File: src/rtl/scroll_addr_regs.sv
module scroll_addr_regs #(
  parameter int LINE_W      = 9,
  parameter int DOT_W       = 9,
  parameter int PRE_LINE    = 261,
  parameter int HCOPY_DOT   = 257,
  parameter int VCOPY_FIRST = 280,
  parameter int VCOPY_LAST  = 304
) (
  input  logic              clk,
  input  logic              rst_n,
  input  logic              cpu_wr,
  input  logic              cpu_rd,
  input  logic [1:0]        reg_sel,
  input  logic [7:0]        cpu_wdata,
  input  logic [LINE_W-1:0] scanline,
  input  logic [DOT_W-1:0]  dot,
  input  logic              render_en,
  output logic [14:0]       vaddr,
  output logic [2:0]        fine_x
);
  localparam logic [1:0] SEL_CTRL = 2'd0;
  localparam logic [1:0] SEL_STAT = 2'd1;
  localparam logic [1:0] SEL_SCRL = 2'd2;
  localparam logic [1:0] SEL_ADDR = 2'd3;
  localparam logic [LINE_W-1:0] PRE_L = LINE_W'(PRE_LINE);
  localparam logic [DOT_W-1:0]  HDOT  = DOT_W'(HCOPY_DOT);
  localparam logic [DOT_W-1:0]  VLO   = DOT_W'(VCOPY_FIRST);
  localparam logic [DOT_W-1:0]  VHI   = DOT_W'(VCOPY_LAST);

  logic [14:0] t_q, t_next;
  logic        tog_q;

  wire wr_ctrl = cpu_wr && reg_sel == SEL_CTRL;
  wire wr_scrl = cpu_wr && reg_sel == SEL_SCRL;
  wire wr_addr = cpu_wr && reg_sel == SEL_ADDR;
  wire rd_stat = cpu_rd && reg_sel == SEL_STAT;

  wire addr_commit = wr_addr && tog_q;
  wire v_full  = render_en && scanline == PRE_L && dot >= VLO && dot <= VHI;
  wire v_horiz = render_en && dot == HDOT;

  always_comb begin
    t_next = t_q;
    if (wr_ctrl) t_next[11:10] = cpu_wdata[1:0];
    if (wr_scrl && !tog_q) t_next[4:0] = cpu_wdata[7:3];
    if (wr_scrl && tog_q) begin
      t_next[14:12] = cpu_wdata[2:0];
      t_next[9:5]   = cpu_wdata[7:3];
    end
    if (wr_addr && !tog_q) begin
      t_next[14]   = 1'b0;
      t_next[13:8] = cpu_wdata[5:0];
    end
    if (addr_commit) t_next[7:0] = cpu_wdata;
  end

  always_ff @(posedge clk or negedge rst_n) begin
    if (!rst_n) begin
      t_q    <= '0;
      tog_q  <= 1'b0;
      vaddr  <= '0;
      fine_x <= '0;
    end else begin
      t_q <= t_next;
      if (rd_stat) tog_q <= 1'b0;
      else if (wr_scrl || wr_addr) tog_q <= ~tog_q;
      if (wr_scrl && !tog_q) fine_x <= cpu_wdata[2:0];
      if (addr_commit || v_full) vaddr <= t_next;
      else if (v_horiz) begin
        vaddr[10]  <= t_next[10];
        vaddr[4:0] <= t_next[4:0];
      end
    end
  end
endmodule

File: config.mk
export PLATFORM = sky130hd
export DESIGN_NAME = scroll_addr_regs
export DESIGN_NICKNAME = d
export VERILOG_FILES = /design/src/rtl/scroll_addr_regs.sv
export SDC_FILE = /design/constraint.sdc
export NUM_CORES = 1
export LEC_CHECK = 0
export ABC_AREA = 1
export BUFFER_PORTS_ARGS = -buffer_cell sky130_fd_sc_hd__buf_4
export CAP_MARGIN = 15
export CELL_PAD_IN_SITES_DETAIL_PLACEMENT = 1
export CELL_PAD_IN_SITES_GLOBAL_PLACEMENT = 1
export CORE_UTILIZATION = 30
export DETAILED_ROUTE_END_ITERATION = 7
export GPL_ROUTABILITY_DRIVEN = 0
export PLACE_DENSITY = 0.7
export SYNTH_ARGS = -nofsm -noshare
export SYNTH_HDL_FRONTEND = slang
export SYNTH_SLANG_ARGS = --single-unit
File: constraint.sdc
create_clock -name clk -period 1.96 [get_ports clk]
set_input_delay 0.196 -clock clk [delete_from_list [all_inputs] [get_ports clk]]
set_output_delay 0.196 -clock clk [all_outputs]
set_load 0.02 [all_outputs]
Word-level counts from Yosys, hierarchy flattened
Cells that the tools add are included.
{"block": "totals", "word_cells": 43, "reg_bits": 34, "inputBits": 33, "out_inout_bits": 18}
{"block": "op_classes", "eq_ne": 5, "reduce_logical": 18, "n_bitwise": 1, "mux": 12, "order_cmp": 2}
{"operator": "5-bit two-way mux", "n": 4}
{"operator": "9-bit equality test (second input constant)", "n": 2}
{"operator": "1-bit logical AND", "n": 12}
{"operator": "9-bit >= comparator (second input constant)", "n": 1}
{"operator": "9-bit less-or-equal comparator (second input constant)", "n": 1}
{"operator": "8-bit two-way mux", "n": 1}
{"operator": "7-bit two-way mux", "n": 1}
{"operator": "2-bit equality test (second input constant)", "n": 2}
{"operator": "1-bit two-way mux", "n": 4}
{"operator": "2-bit nonzero test", "n": 2}
{"operator": "3-bit two-way mux", "n": 1}
{"operator": "2-bit by 1-bit equality test with 1-bit output (second input constant)", "n": 1}
{"operator": "2-bit zero test", "n": 1}
{"operator": "1-bit logical OR", "n": 2}
{"operator": "2-bit two-way mux", "n": 1}
{"operator": "1-bit zero test", "n": 1}
{"operator": "1-bit inverter", "n": 1}

Longest topological paths before layout
{"block": "logic_depth", "word_depth": 7, "depth_mapped": 9}

Worst setup path after synthesis
No wires, ideal clock.
{"block": "synth_timing", "path_kind": "register to register", "from": "reg tog_q", "to": "reg vaddr[4]", "path_stages_with_launch": 9, "period_less_slack_ns": 1.191, "setup_ns": 0.118, "setup_slack_ns": 0.769, "required_ns": 1.842, "arrival_time_ns": 1.072, "path_cell_list": "dfrtp_1 > inv_2 > nor2_4 > nand2_2 > buf_6 > nand3_1 > nand3_1 > nand2_1 > nand2_1"}
{"block": "synth_between", "elab_chain_len": 6, "word_cells_on_any_way": 9, "classes_between": "mux (4); reduce/logical (5)"}
{"item": "start: declaration", "line_no": "31", "rtl": "logic tog_q;"}
{"item": "start signal: assignment", "line_no": "66", "rtl": "else if (wr_scrl || wr_addr) tog_q <= ~tog_q;"}
{"item": "1-bit zero test", "line_no": "45", "rtl": "if (wr_scrl && !tog_q) t_next[4:0] = cpu_wdata[7:3];"}
{"item": "1-bit logical AND", "line_no": "45"}
{"item": "5-bit two-way mux", "line_no": "45"}
{"item": "8-bit two-way mux *", "line_no": "54", "rtl": "if (addr_commit) t_next[7:0] = cpu_wdata;"}
{"item": "via t_next[4]", "line_no": "30", "rtl": "logic [14:0] t_q, t_next;"}
{"item": "5-bit two-way mux", "line_no": "69", "rtl": "else if (v_horiz) begin"}
{"item": "5-bit two-way mux *", "line_no": "68", "rtl": "if (addr_commit || v_full) vaddr <= t_next;"}
{"item": "end signal: assignment", "line_no": "68"}
{"item": "end signal: assignment", "line_no": "71", "rtl": "vaddr[4:0] <= t_next[4:0];"}
{"item": "end: declaration", "line_no": "18", "rtl": "output logic [14:0] vaddr,"}
Mark *: on every way through the listed nets, which the timed path passes. The rest lies on a longest branch. The select of a mux whose other input is x is not followed.
A chain may end at the register's enable or synchronous reset.

Worst setup path after layout
Same ends and word-level chain as after synthesis.

==> metrics <==
total inserted antenna cells=0; Gate power share=34.9%; share of power burned in the clock network=between 20% and 30%; fin util=41.36%; post-route cell area=2126 sq um; share of the yosys chip area belonging to registers=53.13%; DR DRC count=0; CP peak stage delay=0.42 ns; count of distinct cell types in the synthesized netlist=21; fmax=0.6108 GHz; wire length after detailed routing=between 4000 and 5000 um; final period utilization=a little over four fifths; number of global-route vias before repair=roughly 1500; pin count of the biggest net entering global routing=35; number of buffers on the longest clock path=2; unrepaired setup endpoints after global routing=no; category of the critical setup timing path=flip-flop to flip-flop; outcome=finished, final reports clean; clock-pin slew reported for the worst setup and hold paths after clock tree synthesis=0.07 ns; global-route congestion overflow total=0; met3 usage in global routing=under 10%; final-stage net count=roughly 280; final clock skew=just over 0.004 ns; final std cells w/o fill=316; First-pass DRT Iterations=4; sequential cell area in the final layout=roughly 850 sq um; worst slew slack as a fraction of its limit=between 60% and 70%; fin crit period=around 1.6 ns; overall power after layout=around 2.3 mW; CTS tree=built; register share of total power=44.2%; share of final-layout standard cells stronger than drive strength 1=between 20 and 30%; Worst Reg-to-Reg Cells=8; filler cell count=between 600 and 700; multi-input gate area in the final layout=654.4 sq um; worst flop-to-flop path startpoint=tog_q; reg-to-reg slack, setup=~0.32 ns; Power Density=~1100 nW/um^2; TNS Setup=0 ns; post-route antenna net violation count=0; smallest setup slack after layout=0.3227 ns; crit start category=flip-flop; actual transition at the worst max-transition pin=0.5841 ns; destination of the worst register-to-register timing path=vaddr[4]; count of final max-slew check failures=0; worst voltage drop across the vdd grid=~0.00036 V; starting density of the core=a little under a third; critical path endpoint=vaddr[4]; number of vias in the routed layout=around 1500; HPWL Detailed=about 3100 um; chain of cells forming the critical path=inv_2, nor2_4, nand2_2, inv_1, nand2_1, nand3_1, nand2_1, nand2_1; launch point of the worst path=tog_q; Final Hold Vio Count=0; number of warning messages in the yosys log=0; Num CTS Buffers=5; overall die area=5635 sq um; max cap viols=0; y dimension of the die=75.07 um; required time of the worst setup path=about 2.1 ns; Post-CTS Setup Inserts=0; clock network latency to the later pin of the worst-skew pair=0.29 ns; Top Usage Layer GRT=met2; final setup fails=0; endpoint class of the critical path=flip-flop; DRC marker count from the first detailed-route iteration=between 70 and 80; dominant delay contributor by cell family on the critical path=simple AND/OR/NAND/NOR gates; area grow syn2layout=32.73%; Stages on worst setup path=8; num rows=26; post-synth design cell area=roughly 1600 sq um; CP Data Arrival Time=between 1.5 and 2 ns; number of antenna violations at the first check in global routing=0; standard cell core area=5140 sq um; clock net sink count=34; placement-stage worst setup slack=0.3160 ns; Post-Synthesis Net Count=approximately 230; global-route total usage across every layer=approximately 17%; chip width=between 70 and 80 um; buffer and inverter count on the worst path=2; Static Leak=approximately 1.1 nW; post-route worst hold slack=around 0.12 ns; total internal power=approximately 1.5 mW; Sw Share=roughly a third; GR Layer Usage met1=22.39%; post-DR wirelength/cell=~13 um; flip-flop and latch count after synthesis=34; io pins=51; peak fanout along the critical path=27; Critical Path Most Common Cell=sky130_fd_sc_hd__nand2_1; power dissipated by switching net loads=a little over 0.8 mW; level count of the clock H-tree=2; placement-stage cell area=~2000 sq um; clock tree root buffer cell=sky130_fd_sc_hd__clkbuf_8; post-detailed-route via-to-cell ratio=between 4 and 5; cell count after synthesis=around 190; total of buffers placed on input and output ports=50; first-pass GRT wire length=around 7000 um; Critical-path top delay cell=sky130_fd_sc_hd__dfrtp_1; met2 GRT Util=about a quarter; worst hold path class=input pin to flip-flop; mean instance size in the synthesized netlist=8.341 sq um; DP Cell Count=308
[cell type report]
type / instances / share of cell area, %
clock buffer: 7 / 3.590
inverter: 19 / 3.355
sequential: 34 / 40.02
timing repair buffer: 51 / 18.13
tap: 70 / 4.120
multi-input combinational: 135 / 30.78
[Yosys cell counts]
library cell               count  area [sq um]
sky130_fd_sc_hd__nor3_2        1         10.01
sky130_fd_sc_hd__inv_2         2         7.510
sky130_fd_sc_hd__o21ai_0       5         25.02
sky130_fd_sc_hd__a311oi_1      1         8.760
sky130_fd_sc_hd__nand3b_1      1         7.510
sky130_fd_sc_hd__buf_2         2         10.01
sky130_fd_sc_hd__nor2_1       12         45.04
sky130_fd_sc_hd__a21oi_1       3         15.01
sky130_fd_sc_hd__nor2_4        1         11.26
sky130_fd_sc_hd__nand4_1       7         43.79
sky130_fd_sc_hd__o211ai_2      2         25.02
sky130_fd_sc_hd__nand2_1      63         236.5
sky130_fd_sc_hd__nand2_2       5         31.28
sky130_fd_sc_hd__o211ai_1      8         60.06
sky130_fd_sc_hd__nor3_1        1         5.000
sky130_fd_sc_hd__clkbuf_1      1         3.750
sky130_fd_sc_hd__nand3_2       1         10.01
sky130_fd_sc_hd__buf_6         1         11.26
sky130_fd_sc_hd__nand3_1      24         120.1
sky130_fd_sc_hd__inv_1        17         63.81
sky130_fd_sc_hd__dfrtp_1      34         850.8
[cells in the final DEF (no fill, tap or decap)]
cell	count
sky130_fd_sc_hd__nand3b_1	1
sky130_fd_sc_hd__nand3_1	24
sky130_fd_sc_hd__nor3_1	1
sky130_fd_sc_hd__dfrtp_1	34
sky130_fd_sc_hd__nand4_1	7
sky130_fd_sc_hd__nor3_2	1
sky130_fd_sc_hd__o211ai_1	8
sky130_fd_sc_hd__nand2_2	5
sky130_fd_sc_hd__nand2_1	63
sky130_fd_sc_hd__a21oi_1	3
sky130_fd_sc_hd__inv_1	17
sky130_fd_sc_hd__clkbuf_8	5
sky130_fd_sc_hd__a311oi_1	1
sky130_fd_sc_hd__nand3_2	1
sky130_fd_sc_hd__o211ai_2	2
sky130_fd_sc_hd__nor2_4	1
sky130_fd_sc_hd__clkbuf_1	2
sky130_fd_sc_hd__inv_2	2
sky130_fd_sc_hd__buf_4	50
sky130_fd_sc_hd__o21ai_0	5
sky130_fd_sc_hd__dlygate4sd3_1	1
sky130_fd_sc_hd__nor2_1	12
[cell families after synthesis]
group           Yosys count  share of synthesized area (%)
flops                    34                          53.13
compound gates           19                          8.359
buf+inv                  23                          6.015
simple gates            116                          32.50
[registers in the layout (all words and copies together), names as in the netlist]
signal,flops
tog_q,1
t_q,15
fine_x,3
vaddr,15
[what timing repair did]
item / 4_1_cts / 5_1_grt
hold endpoints to repair: 34 / 0
hold buffers: 1 / 0
resized for setup: 0 / 0
[metal layers]
layer	part of all wire, %	vias to the layer above
li1	-	736
met1	48	700
met2	46	35
met5	0	-
met4	1.5	0
met3	4.7	6
[how the worst min path moves through the flow]
stage	cells after the start	slack, ns	to	start
global route	2	0.11	tog_q	cpu_rd
detailed placement	1	0.18	vaddr[13]	rst_n
CTS	2	0.12	tog_q	cpu_rd
global placement	1	0.18	vaddr[13]	rst_n
floorplan	0	-0.1	fine_x[0]	rst_n
finish	2	0.12	tog_q	cpu_rd
[power by group through the flow]
stage	sequential (mW)	combinational [mW]	clock, mW
after CTS	1.04	0.836	0.499
final	1.04	0.820	0.490
after floorplan	1.21	0.291	0
after global placement	1.05	0.813	0
after global routing	1.07	0.913	0.523
after detailed placement	1.05	0.828	0
Note: power is estimated with default switching activity, not from simulation.
